==> config.mk <==
export PLATFORM = sky130hd
export DESIGN_NAME = txcol_ctrl
export DESIGN_NICKNAME = d
export VERILOG_FILES = /design/src/rtl/txcol_pkg.sv /design/src/rtl/txcol_lfsr.sv /design/src/rtl/txcol_window.sv /design/src/rtl/txcol_backoff.sv /design/src/rtl/txcol_ctrl.sv
export SDC_FILE = /design/constraint.sdc
export NUM_CORES = 1
export LEC_CHECK = 0
export BUFFER_PORTS_ARGS = -buffer_cell sky130_fd_sc_hd__buf_4
export CAP_MARGIN = 40
export CELL_PAD_IN_SITES_DETAIL_PLACEMENT = 1
export CELL_PAD_IN_SITES_GLOBAL_PLACEMENT = 1
export CORE_UTILIZATION = 41
export DETAILED_ROUTE_END_ITERATION = 8
export PLACE_DENSITY = 0.85
export SLEW_MARGIN = 20
export SYNTH_ARGS = -nofsm -noshare
export SYNTH_HDL_FRONTEND = slang
export SYNTH_HIERARCHICAL = 1
export SYNTH_SLANG_ARGS = --single-unit
==> constraint.sdc <==
create_clock -name clk -period 2.33 [get_ports clk]
set_input_delay 0.466 -clock clk [delete_from_list [all_inputs] [get_ports clk]]
set_output_delay 0.466 -clock clk [all_outputs]
set_load 0.005 [all_outputs]
==> src/rtl/txcol_pkg.sv <==
package txcol_pkg;

  typedef enum logic [2:0] {
    ST_IDLE,
    ST_XMIT,
    ST_PREWAIT,
    ST_JAM,
    ST_BACKOFF
  } txcol_state_e;

  // exponent of the backoff range: min(n, cap)
  function automatic int unsigned bo_exp(input int unsigned n, input int unsigned cap);
    return (n < cap) ? n : cap;
  endfunction

  // bit i of the draw mask is set when i lies below the exponent
  function automatic logic bo_mask_bit(input int unsigned i, input int unsigned n,
                                       input int unsigned cap);
    return i < bo_exp(n, cap);
  endfunction

endpackage

==> src/rtl/txcol_lfsr.sv <==
module txcol_lfsr #(
  parameter int unsigned          W     = 16,
  parameter int unsigned          OUT_W = 10,
  parameter logic [W-1:0]         SEED  = 'hACE1,
  parameter logic [W-1:0]         TAPS  = 'hB400
) (
  input  logic             clk,
  input  logic             rst_n,
  output logic [OUT_W-1:0] draw
);
  logic [W-1:0] q;
  logic         fb;

  assign fb   = ^(q & TAPS);
  assign draw = q[OUT_W-1:0];

  always_ff @(posedge clk) begin
    if (!rst_n) q <= SEED;
    else        q <= {q[W-2:0], fb};
  end

  // a nonzero seed with the top tap set never collapses to zero
  p_lfsr_live_r6: assert property (@(posedge clk) disable iff (!rst_n) q != '0);
endmodule

==> src/rtl/txcol_window.sv <==
module txcol_window #(
  parameter int unsigned SLOT_BITS = 512
) (
  input  logic clk,
  input  logic rst_n,
  input  logic clear,
  input  logic run,
  input  logic bit_en,
  output logic late
);
  localparam int unsigned      CW     = $clog2(SLOT_BITS + 1);
  localparam logic [CW-1:0]    SLOT_V = CW'(SLOT_BITS);

  logic [CW-1:0] cnt;

  always_ff @(posedge clk) begin
    if (!rst_n)                                  cnt <= '0;
    else if (clear)                              cnt <= '0;
    else if (run && bit_en && (cnt != SLOT_V))   cnt <= cnt + CW'(1);
  end

  assign late = (cnt == SLOT_V);

  // once past the slot, the attempt stays late until the next start
  p_late_holds_r4: assert property (@(posedge clk) disable iff (!rst_n)
    (late && !clear) |=> late);
endmodule

==> src/rtl/txcol_backoff.sv <==
module txcol_backoff
  import txcol_pkg::*;
#(
  parameter int unsigned SLOT_BITS = 512,
  parameter int unsigned CAP       = 10,
  parameter int unsigned NW        = 5
) (
  input  logic           clk,
  input  logic           rst_n,
  input  logic           bit_en,
  input  logic           load,
  input  logic [CAP-1:0] draw,
  input  logic [NW-1:0]  n,
  output logic           active,
  output logic [CAP-1:0] slots,
  output logic           done
);
  localparam int unsigned     SW        = (SLOT_BITS > 1) ? $clog2(SLOT_BITS) : 1;
  localparam logic [SW-1:0]   SLOT_LAST = SW'(SLOT_BITS - 1);

  logic [CAP-1:0] mask;
  logic [CAP-1:0] rem;
  logic [SW-1:0]  sc;
  logic           act_q;

  for (genvar i = 0; i < CAP; i++) begin : g_mask
    assign mask[i] = bo_mask_bit(i, 32'(n), CAP);
  end

  always_ff @(posedge clk) begin
    if (!rst_n) begin
      act_q <= 1'b0;
      slots <= '0;
      rem   <= '0;
      sc    <= '0;
    end else if (load) begin
      act_q <= 1'b1;
      slots <= draw & mask;
      rem   <= draw & mask;
      sc    <= '0;
    end else if (act_q) begin
      if (rem == '0) begin
        act_q <= 1'b0;
      end else if (bit_en) begin
        if (sc == SLOT_LAST) begin
          sc  <= '0;
          rem <= rem - CAP'(1);
        end else begin
          sc <= sc + SW'(1);
        end
      end
    end
  end

  assign active = act_q;
  assign done   = act_q && (rem == '0);

  // drawn count stays inside the range allowed for the retry level
  p_bo_range_r6: assert property (@(posedge clk) disable iff (!rst_n)
    active |-> ((slots & ~mask) == '0));
  // the retransmit request closes the backoff
  p_done_ends_r7: assert property (@(posedge clk) disable iff (!rst_n)
    (done && !load) |=> !active);
  // remaining count never grows while the backoff runs
  p_rem_down_r7: assert property (@(posedge clk) disable iff (!rst_n)
    (active && !load) |=> (rem <= $past(rem)));
endmodule

==> src/rtl/txcol_ctrl.sv <==
module txcol_ctrl
  import txcol_pkg::*;
#(
  parameter int unsigned SLOT_BITS   = 512,
  parameter int unsigned JAM_BITS    = 32,
  parameter int unsigned RETRY_LIMIT = 16,
  parameter int unsigned BO_CAP      = 10,
  parameter int unsigned LFSR_W      = 16
) (
  input  logic                                   clk,
  input  logic                                   rst_n,
  input  logic                                   bit_en,
  input  logic                                   tx_start,
  input  logic                                   tx_done_ok,
  input  logic                                   preamble_act,
  input  logic                                   col_det,
  output logic                                   jam_active,
  output logic                                   backoff_active,
  output logic [BO_CAP-1:0]                      bo_slots,
  output logic                                   retx_req,
  output logic                                   tx_abort,
  output logic                                   owc_flag,
  output logic                                   excess_flag,
  output logic                                   tx_err,
  output logic [$clog2(RETRY_LIMIT+2)-1:0]       retry_cnt
);
  localparam int unsigned   RW       = $clog2(RETRY_LIMIT + 2);
  localparam int unsigned   JW       = (JAM_BITS > 1) ? $clog2(JAM_BITS) : 1;
  localparam logic [JW-1:0] JAM_LAST = JW'(JAM_BITS - 1);
  localparam logic [RW-1:0] LIMIT_V  = RW'(RETRY_LIMIT);

  txcol_state_e  st;
  logic [JW-1:0] jcnt;
  logic [RW-1:0] retry_q;
  logic [RW-1:0] retry_nxt;
  logic [RW-1:0] bo_n;
  logic          late_q;
  logic          owc_q, exc_q, abort_q;

  // named events
  logic start_take, col_hit, jam_last, over_limit;
  logic go_backoff, go_late_abort, go_excess_abort, done_ok;
  logic win_late, bo_done, bo_act;
  logic [BO_CAP-1:0] lfsr_draw;

  assign start_take      = (st == ST_IDLE) && tx_start;
  assign col_hit         = (st == ST_XMIT) && col_det;
  assign done_ok         = (st == ST_XMIT) && !col_det && tx_done_ok;
  assign jam_last        = (st == ST_JAM) && bit_en && (jcnt == JAM_LAST);
  assign retry_nxt       = retry_q + RW'(1);
  assign over_limit      = retry_nxt > LIMIT_V;
  assign go_late_abort   = jam_last && late_q;
  assign go_excess_abort = jam_last && !late_q && over_limit;
  assign go_backoff      = jam_last && !late_q && !over_limit;
  assign bo_n            = (st == ST_JAM) ? retry_nxt : retry_q;

  txcol_window #(.SLOT_BITS(SLOT_BITS)) u_window (
    .clk    (clk),
    .rst_n  (rst_n),
    .clear  (start_take),
    .run    (st == ST_XMIT),
    .bit_en (bit_en),
    .late   (win_late)
  );

  txcol_lfsr #(.W(LFSR_W), .OUT_W(BO_CAP)) u_lfsr (
    .clk   (clk),
    .rst_n (rst_n),
    .draw  (lfsr_draw)
  );

  txcol_backoff #(.SLOT_BITS(SLOT_BITS), .CAP(BO_CAP), .NW(RW)) u_backoff (
    .clk    (clk),
    .rst_n  (rst_n),
    .bit_en (bit_en),
    .load   (go_backoff),
    .draw   (lfsr_draw),
    .n      (bo_n),
    .active (bo_act),
    .slots  (bo_slots),
    .done   (bo_done)
  );

  always_ff @(posedge clk) begin
    if (!rst_n) begin
      st      <= ST_IDLE;
      jcnt    <= '0;
      retry_q <= '0;
      late_q  <= 1'b0;
      owc_q   <= 1'b0;
      exc_q   <= 1'b0;
      abort_q <= 1'b0;
    end else begin
      abort_q <= 1'b0;
      unique case (st)
        ST_IDLE: begin
          if (tx_start) begin
            st    <= ST_XMIT;
            owc_q <= 1'b0;
            exc_q <= 1'b0;
          end
        end
        ST_XMIT: begin
          if (col_det) begin
            jcnt   <= '0;
            late_q <= win_late;
            st     <= preamble_act ? ST_PREWAIT : ST_JAM;
          end else if (tx_done_ok) begin
            retry_q <= '0;
            st      <= ST_IDLE;
          end
        end
        ST_PREWAIT: begin
          if (!preamble_act) st <= ST_JAM;
        end
        ST_JAM: begin
          if (bit_en) jcnt <= jcnt + JW'(1);
          if (go_late_abort) begin
            owc_q   <= 1'b1;
            abort_q <= 1'b1;
            retry_q <= '0;
            st      <= ST_IDLE;
          end else if (go_excess_abort) begin
            exc_q   <= 1'b1;
            abort_q <= 1'b1;
            retry_q <= '0;
            st      <= ST_IDLE;
          end else if (go_backoff) begin
            retry_q <= retry_nxt;
            st      <= ST_BACKOFF;
          end
        end
        ST_BACKOFF: begin
          if (bo_done) st <= ST_IDLE;
        end
        default: st <= ST_IDLE;
      endcase
    end
  end

  assign jam_active     = (st == ST_JAM);
  assign backoff_active = bo_act;
  assign retx_req       = bo_done;
  assign tx_abort       = abort_q;
  assign owc_flag       = owc_q;
  assign excess_flag    = exc_q;
  assign tx_err         = owc_q | exc_q;
  assign retry_cnt      = retry_q;

  // jam follows a collision outside the preamble
  p_jam_follows_r2: assert property (@(posedge clk) disable iff (!rst_n)
    (col_hit && !preamble_act) |=> jam_active);
  // no jam while the preamble is still going out
  p_pre_defer_r3: assert property (@(posedge clk) disable iff (!rst_n)
    ((st == ST_PREWAIT) && preamble_act) |=> !jam_active);
  // late collision aborts with no backoff
  p_owc_abort_r5: assert property (@(posedge clk) disable iff (!rst_n)
    $rose(owc_flag) |-> (tx_abort && !backoff_active && retry_cnt == '0));
  // retry exhaustion aborts with no backoff
  p_excess_abort_r8: assert property (@(posedge clk) disable iff (!rst_n)
    $rose(excess_flag) |-> (tx_abort && !backoff_active && retry_cnt == '0));
  // backoff only with a count inside the limit
  p_retry_bound_r6: assert property (@(posedge clk) disable iff (!rst_n)
    backoff_active |-> (retry_cnt != '0 && retry_cnt <= LIMIT_V));
  // clean completion clears the retry count
  p_done_clear_r10: assert property (@(posedge clk) disable iff (!rst_n)
    done_ok |=> (retry_cnt == '0));
  // collisions in idle or backoff start nothing
  p_ignore_col_r11: assert property (@(posedge clk) disable iff (!rst_n)
    (((st == ST_IDLE) && !tx_start) || (st == ST_BACKOFF)) |=> !jam_active);
  // jam and backoff never overlap
  p_excl_r7: assert property (@(posedge clk) disable iff (!rst_n)
    !(jam_active && backoff_active));
endmodule

# Word-level counts from Yosys, hierarchy flattened
# Cells that the tools add are included.
# totals
register_bits	73
in_bits	7
output_inout_bits	22
word_cells	124
# op_classes
add_sub_neg	5
n_lt_le_gt_ge	12
n_eq_ne	21
mux	38
bitwise	4
n_reduce_logical	31
# op_table
op	count
$lt A3 B32 Y1 const A	4
$lt A4 B32 Y1 const A	2
$mux W10	5
$mux W5	9
$lt A2 B32 Y1 const A	1
$mux W3	8
$pmux W5 S2	2
$ne A2 B2 Y1 const B	9
$reduce_xor A16 Y1	1
$pmux W3 S5	1
$reduce_and A4 Y1	3
$add A10 B1 Y10 const B	1
$add A5 B1 Y5 const B	2
$and A10 B10 Y10	1
$eq A10 B10 Y1 const B	1
$logic_and A1 B1 Y1	10
$logic_not A10 Y1	1
$lt A1 B5 Y1 const A	2
$mux W1	10
$ne A10 B10 Y1 const B	1
$reduce_bool A2 Y1	5
$sub A10 B1 Y10 const B	1
$add A9 B1 Y9 const B	1
$eq A9 B9 Y1 const B	1
20 further kinds	29

# Logic depth before layout (Yosys ltp)
# Gate-level depths: netlist of the first run.
# logic_depth
ltp_word	9
mapped_depth	13
mapped_depth_nobuf	11

# Modules after synthesis
# Netlist of the first run, hierarchy kept.
# modules_own_cells
module	n_inst	cells_per_inst	area_per_inst_um2	seq_area_each_um2
txcol_backoff	1	188	1630.3	600.6
txcol_ctrl	1	118	1003.5	340.3
txcol_window	1	67	584.3	200.2
txcol_lfsr	1	46	526.8	320.3

# Worst setup path before layout of the first run
# No wires, ideal clock.
# synth_timing
path_kind	flip-flop to flip-flop
startpoint	reg retry_q[0], in the netlist retry_cnt[0]
endpoint	reg u_backoff.rem[9]
setup_ns	0.115
arrival_ns	2.209
t_required_ns	2.215
path_slack_ns	0.006
stages_incl_launch_ff	11
path_buffers	1
period_less_slack_ns	2.324
path_cell_list	dfxtp_1 ha_1 nand3_1 o211ai_2 nand2b_2 inv_1 clkbuf_1 nor4_1 a32oi_1 a21boi_1 o21a_1
# synth_via
word_cells_on_any_way	15
cone_classes	add/sub: 1; order compare: 3; eq/ne: 1; mux: 3; bitwise: 1; reduce/logical: 6
# synth_rtl
element	line	text
start: declaration	txcol_ctrl.sv:34	logic [RW-1:0] retry_q;
start signal: assignment	txcol_ctrl.sv:129	retry_q <= retry_nxt;
$add A5 B1 Y5 (*)	txcol_ctrl.sv:50	assign retry_nxt = retry_q + RW'(1);
$gt A5 B5 Y1 (*)	txcol_ctrl.sv:51	assign over_limit = retry_nxt > LIMIT_V;
$logic_not A1 Y1 (*)	txcol_ctrl.sv:54	assign go_backoff = jam_last && !late_q && !over_limit;
$logic_and A1 B1 Y1 (*)	txcol_ctrl.sv:54	
named net go_backoff	txcol_ctrl.sv:42	logic go_backoff, go_late_abort, go_excess_abort, done_ok;
$ne A2 B2 Y1 (no line) or $reduce_bool A2 Y1 (tied branches)	-	
$reduce_and A4 Y1 (no line)	-	
end signal: assignment	txcol_backoff.sv:39	rem <= draw & mask;
end signal: assignment	txcol_backoff.sv:47	rem <= rem - CAP'(1);
end: declaration	txcol_backoff.sv:22	logic [CAP-1:0] rem;
# The timed path passes the listed nets; every way through them passes the cells marked *.
# A chain may end at the register's enable or synchronous reset.

# Worst setup path in the final report of the first run
# layout_timing
startpoint	reg u_backoff.rem[1]
endpoint	reg st[0]
# layout_via
elab_chain_cells	4
# layout_lines
element	line	text
$logic_not A10 Y1	txcol_backoff.sv:56	assign done = act_q && (rem == '0);
$logic_and A1 B1 Y1	txcol_backoff.sv:56	
$ne A2 B2 Y1 (no line)	-	
$reduce_and A5 Y1 (no line)	-	
end signal: assignment	txcol_ctrl.sv:107	st <= preamble_act ? ST_PREWAIT : ST_JAM;
end: declaration	txcol_ctrl.sv:32	txcol_state_e st;
# No other way between the ends.

==> results of run 1 <==
-- kinds of logic after synthesis --
logic type,share of synthesized area [%]
AO/OA/AOI/OAI,18.2
flip-flops,39.0
XOR/XNOR,2.81
AND/OR/NAND/NOR,29.1
multiplexers,1.64
buffers and inverters,6.15
adder cells (fa/ha/maj),3.01
-- power by group through the flow --
| stage | clock network [mW] | registers [mW] | logic (mW) |
|---|---|---|---|
| floorplan | 0 | 1.32 | 0.233 |
| global placement | 0 | 1.34 | 0.296 |
| detailed placement | 0 | 1.34 | 0.312 |
| CTS | 1.02 | 1.31 | 0.312 |
| global route | 1.07 | 1.31 | 0.349 |
| finish | 0.993 | 1.31 | 0.319 |
-- sequential cells by signal, indices dropped and copies added (netlist names) --
register          count
u_backoff/sc          9
u_backoff/slots      10
excess_flag           1
jcnt                  5
u_backoff/active      1
st                    3
u_lfsr/q             16
u_backoff/rem        10
late_q                1
u_window/cnt         10
retry_cnt             5
owc_flag              1
tx_abort              1
-- layer usage --
metal	vias to the layer above	track usage, %	wire length [µm]
met5	-	0	0
met4	0	8.37	231
met3	20	3.53	295
met2	65	38.4	5400
met1	1692	27.1	4520
li1	1612	-	-
-- worst max path at each step --
stage	cells past startpoint	endpoint
6_report	9	st[0]
5_1_grt	9	st[0]
4_1_cts	6	retx_req
3_5_place_dp	9	u_backoff/rem[9]
3_3_place_gp	11	u_backoff/rem[9]
2_1_floorplan	10	u_backoff/rem[9]
-- through the flow --
stage	worst slack [ns]	area, µm²	std cells	total power, mW	util (%)
after floorplan	0.00641	3740	419	1.56	-
after global placement	0.0943	4070	550	1.63	46.4
after detailed placement	-0.0563	4070	550	1.65	46.4
after CTS	0.00133	4300	567	2.64	49.1
after global routing	-0.0408	4430	573	2.74	50.6
final	0.0506	4430	573	2.62	50.6
-- synthesized netlist by cell type (all sizes together) (6+ instances only) --
cell	number	area share [%]
buf	18	3.8
inv	16	1.6
or4	6	1.2
xor2	6	1.4
ha	9	3.0
dfxtp	73	39
a21oi	30	4.0
o21ai	7	0.94
and2	11	1.8
o211ai	9	2.1
nand2b	14	2.4
nand3	22	3.3
or3	11	2.0
nor2	31	3.1
nor3	11	2.3
xnor2	6	1.4
nand2	35	3.5
clkbuf	7	0.70
nor4	6	1.2
nand4	13	2.7
-- repair_timing --
item	CTS	global route
pin swaps	2	7
resized for setup	6	26
buffers inserted	1	6
hold buffers	0	0
setup endpoints to repair	4	16
-- worst register-to-register path, delay by kind of cell, from the launching register on --
family | cells | cell delay (ns)
flip-flops | 1 | 0.36
AND/OR/NAND/NOR | 4 | 0.94
adder cells (fa/ha/maj) | 1 | 0.12
multiplexers | 1 | 0.07
AO/OA/AOI/OAI | 2 | 0.61
buffers and inverters | 1 | 0.07
-- layout make-up --
class,instances,area share (%)
Clock buffer,9,2.80
Clock inverter,7,1.61
Inverter,16,1.36
Multi-Input combinational cell,305,48.4
Sequential cell,73,33.3
Tap cell,108,3.05
Timing Repair Buffer,55,9.49
-- layout by cell type (no fill, tap or decap), types with 9 or more instances in the layout --
master and count:
a21oi_1 28, and2_1 10, buf_4 53, clkbuf_8 9
dfxtp_1 67, inv_1 11, nand2_1 34, nand2b_1 13
nand3_1 20, nand4_1 10, nor2_1 30, or3_1 9
==> results.md, run 1 <==
* N_diodes at 0
* Syn-to-layout area delta at 18.3%
* Slew Limit Fails at 0
* Routed Antenna Nets at 0
* Worst Hold End: u_lfsr/q[15]
* Power density of the placed cells at 592 nW/µm²
* Setup Crit Path Kind: reg2reg
* Hold wc startpoint: u_lfsr/q[14]
* Avg Inst Size Synth at 8.94 µm²
* Initial Utilization at 42.7%
* Syn Std Cell Area at 3740 µm²
* Die width at about 100 µm
* First-pass GRT wire length at 16.8 mm
* DRT Pass-1 Iters at 4
* Row cnt at 34
* Worst skew pair latency at 0.36 ns
* Sequential power share at 49.9%
* Hold_ws at 0.426 ns
* CTS sink cnt at 73
* Int Pwr at 1.89 mW
* R2R Path End: st[0]
* Critical Path Start: u_backoff/rem[1]
* CTS tree: done
* Crit share post-route at 97.8%
* # IOs at 29
* Clock power frac at between 30% and 40%
* DRC at 0
* Clock tree buffer depth at 2
* Vias in the first global route at 3382
* Routed WL at 10.5 mm
* Share of cells above drive strength 1 at 25.8%
* CP endpoint kind: flop
* Placer congestion estimate at ~0.85
* Relative slew slack at between 40% and 50%
* Port Buffers at 28
* Max IR drop VDD at a little under 0.3 mV
* Setup tns final at 0 ns
* CP max stage delay at 0.40 ns
* Sw Ratio at 27.8%
* Crit path max-delay cell type: or3b_4
* Seq cells post-synth at 73
* Yosys cell types at 67
* Outcome: completed
* Final nets at 476
* CP required at 2.57 ns
* Worst Tran Pin Value at 0.823 ns
* Core box area at 8760 µm²
* Worst hold path class: reg2reg
* Filler Cells Inserted at 1041
* Num CTS Buffers at 9
* DR vias/cell at approximately 5.9
* Detailed Place HPWL at 7.19 mm
* Area of the die at 9520 µm²
* Largest fanout on the critical path at 5
* Sequential share of the synthesized area at 39.0%
* NetSw at 729 µW
* Syn. warnings at 6
* Clock Root Buffer: clkbuf_8
* Leakage at 1.72 nW
* Crit-path cells: inv_2 -> ha_4 -> or3b_4 -> nor3_4 -> and2_4 -> mux2i_1 -> a22oi_1 -> nand2_1 -> o41ai_1
* Final Skew at 0.00827 ns
* FF+latch area at approximately 1500 µm²
* DR iter-0 viols at 144
* Async SR Flop Fraction at 0%
* Max Freq at 439 MHz
* Worst R2R Path Depth at 9
* EDFF count, synth at 0
* GRT Residual Overflow at 0
* Worst r2r src: u_backoff/rem[1]
* Syn_nets at ~440
* Buf/Inv on CP at 1
* Final hold violation count at 0
* Critical Path AT at 2.52 ns
* Max-cap violations at 0
* Largest net degree at the start of global routing at 26
* Antenna violations before repair at 0
* Worst hold stages at 1
* Die height at 97.6 µm
* H-tree depth at 3
* Vias at roughly 3.4k
* GRT Overall Usage at 22.0%
* Setup crit start kind: flop
* Cells after Synth at approximately 420
* R2r setup slk at 0.05 ns
* Final min period at 2.28 ns
* Final setup violation count at 0
* Logic pwr share at 12.2%
* Multi-input gate area at 2150 µm²
* Delay-heaviest family, CP: simple AND/OR/NAND/NOR gates
* Clock slew at reported path FFs at 0.08 ns
* WL/cell at 18.2 µm
* Main synth FF type: dfxtp_1
(Power assumes the default switching activity.)
==> inputs of run 2 (changes only) <==
Settings changed: CORE_ASPECT_RATIO set to 1.4, SYNTH_HIERARCHICAL 1 to unset.
==> run 2 against run 1 <==
  * Register-to-register slack better by 0.08 ns
  * Wire length decreased by 12%
  * Via count decreased by 8.1%
  * Maximum frequency is 3.9% higher
  * Combinational power decreased by 7.2%
  * Synthesized cell count fell by 2.6%
  * Worst hold slack lost 0.019 ns
  * Core utilization hardly changed
  * First-iteration DRC count is 40% lower
  * Sequential cell count unchanged
  * Sequential power about the same
  * Critical path type is now reg2out
  * Largest cell class unchanged
==> results.md, run 2 <==
* CP required at 1.86 ns
* Relative slew slack at 57.9%
* Crit-path cells: inv_1 -> ha_1 -> nor3b_4 -> and3_4 -> nand2_1 -> inv_1 -> buf_4
* Worst hold stages at 1
* Final hold violation count at 0
* DRT Pass-1 Iters at 4
* Crit path top cell by count: inv_1
* Hold wc startpoint: u_lfsr.q[14]
* Compound-Gate Fraction of Synth Area at 16.6%
* CP max stage delay at 0.34 ns
* Global route hottest layer: met2
* Final setup violation count at 0
* Core box area at 8560 µm²
* Overall Power at 3.13 mW
* Cts hold-fix bufs at 0
* Most frequent cells after synthesis: dfxtp_1 (73), nor2_1 (42), nand2_1 (39)
* Fin area at 4330 µm²
* Final nets at roughly 460
* Worst hold path class: reg2reg
* Multi-input gate area at 2030 µm²
* Syn Std Cell Area at 3600 µm²
* N_diodes at 0
* Post-synthesis simple-gate area fraction at 29.2%
* GRT Overall Usage at a little over a fifth
* Filler Cells Inserted at 1007
* Synth Area in Adders at 2.78%
* Worst skew pair latency at approximately 0.34 ns
* Most frequent cell after synthesis: dfxtp_1
* DR vias/cell at 5.63
* CTS sink cnt at 73
* Clock slew at reported path FFs at 0.06 ns
* Worst Slack Setup Final at roughly 0.14 ns
* DRC at 0
* Avg Inst Size Synth at roughly 8.8 µm²
* Slew Limit Fails at 0
* Outcome: completed
* Met3 global-route usage at ~4.6%
* Worst R2R Path Depth at 11
* H-tree depth at 3
* Max IR drop VDD at 0.451 mV
* Crit share post-route at 94.2%
* Most common cell after layout, fill and taps aside: dfxtp_1
* Worst Tran Pin Value at between 0.6 and 0.7 ns
* Leakage at about 1.8 nW
* Cells after Synth at 408
* Setup crit start kind: flop
* CTS tree: done
* # IOs at 29
* Die height at 113 µm
* FF+latch area at 1460 µm²
* Crit path max-delay cell type: dfxtp_1
* Synth area leaders: dfxtp_1 (41%), nor2_1 (4.4%), nand2_1 (4.1%), xor2_1 (3.6%), ha_1 (2.8%)
* Initial Utilization at a little over two fifths
* DR iter-0 viols at 86
* Worst Hold End: u_lfsr.q[15]
* Mux cell area share after synthesis at between 1 and 1.5%
* CP endpoint kind: output pin
* Most frequent cells in the layout: dfxtp_1 (73), buf_4 (44), nor2_1 (42)
* Vias in the first global route at 3203
* WL/cell at 16.6 µm
* Antenna violations before repair at 0
* Share of cells above drive strength 1 at 19.9%
* Port Buffers at 28
* Die width at 81.2 µm
* Power density of the placed cells at between 700 and 800 nW/µm²
* Cell taking the most area after synthesis: dfxtp_1
* GRT Residual Overflow at 0
* Vias at 3114
* Routed Antenna Nets at 0
* Largest fanout on the critical path at 5
* Final Skew at 0.00715 ns
* Largest family of logic cells by synthesized area: simple AND/OR/NAND/NOR gates
* Clock tree buffer depth at 2
* R2r setup slk at 0.14 ns
* EDFF count, synth at 0
* Syn_nets at 423
* Async SR Flop Fraction at 0%
* Max reg flops at 16
* Max-cap violations at 0
* Main synth FF type: dfxtp_1
* Yosys top cell area share at between 40% and 50%
* Sequential share of the synthesized area at about 41%
* Placer congestion estimate at 0.845
* Largest net degree at the start of global routing at 56
* Met1 Usage GRT at between 20% and 30%
* Critical Path AT at 1.73 ns
* Top reg by flops: u_lfsr.q
* Area of the die at 9170 µm²
* Num CTS Buffers at 9
* Max Freq at 456 MHz
* Pre-CTS setup slack at 0.0913 ns
* Yosys cell types at 63
* Syn. warnings at 0
* Detailed Place HPWL at approximately 6.5 mm
* Setup tns final at 0 ns
* Routed WL at 9.19 mm
* Row cnt at 40
* Worst r2r src: u_backoff.sc[0]
* Clock Root Buffer: clkbuf_16
* Dpl cell area at just under 4000 µm²
* Syn-to-layout area delta at 20.2%
* Xor/xnor cell area share of the yosys netlist at around 5.6%
* Final min period at around 2.2 ns
* Hold_ws at between 0.4 and 0.5 ns
* R2R Path End: u_backoff.rem[9]
* M2 GR Usage at 38.5%
* First-pass GRT wire length at 15.0 mm
* Seq cells post-synth at 73
* Setup Crit Path Kind: reg2out
run 2: through the flow:
| step | std cells | util, % |
|---|---|---|
| 2_1_floorplan | 408 | - |
| 3_3_place_gp | 535 | 46.2 |
| 3_5_place_dp | 535 | 46.2 |
| 4_1_cts | 552 | 50.1 |
| 5_1_grt | 553 | 50.6 |
| 6_report | 553 | 50.6 |
run 2: routing by layer:
metal	routed length (µm)	vias up
li1	-	1513
met1	3670	1530
met2	4950	48
met3	285	23
met4	282	0
met5	0	-
run 2: final cells by class:
class / instances / area share [%]
timing repair buffer: 45 / 8.09
inverter: 7 / 0.722
clock inverter: 6 / 2.08
multi-input combinational: 307 / 46.8
sequential: 73 / 33.7
clock buffer: 10 / 5.52
tap: 105 / 3.03
run 2: logic make-up after synthesis:
group                    count (synthesis)
XOR/XNOR                                23
adder cells (fa/ha/maj)                  8
flip-flops                              73
buffers and inverters                   28
AND/OR/NAND/NOR                        192
AO/OA/AOI/OAI                           80
multiplexers                             4
run 2: report_power, final:
part / switching (mW) / internal, mW
Sequential: 0.0271 / 1.28
Clock: 0.555 / 0.970
Combinational: 0.170 / 0.126
run 2: worst max path at each step:
stage | startpoint | end | cells after the start
4_1_cts | jcnt[0] | u_backoff.slots[1] | 9
6_report | u_backoff.rem[0] | retx_req | 7
3_3_place_gp | jcnt[0] | u_backoff.slots[1] | 9
3_5_place_dp | jcnt[0] | u_backoff.slots[1] | 9
5_1_grt | u_backoff.sc[0] | u_backoff.rem[9] | 11
2_1_floorplan | retry_cnt[1] | u_backoff.rem[0] | 8
run 2: worst max-delay path, delay by kind of cell (launching register included):
kind          cells  cell delay, ns
simple gates      3            0.59
flops             1            0.34
buf+inv           3            0.26
fa+ha+maj         1            0.20
run 2: repair_timing:
| action | CTS | global route |
|---|---|---|
| setup buffers | 1 | 1 |
| resized for setup | 0 | 9 |
| setup endpoints to repair | 1 | 26 |
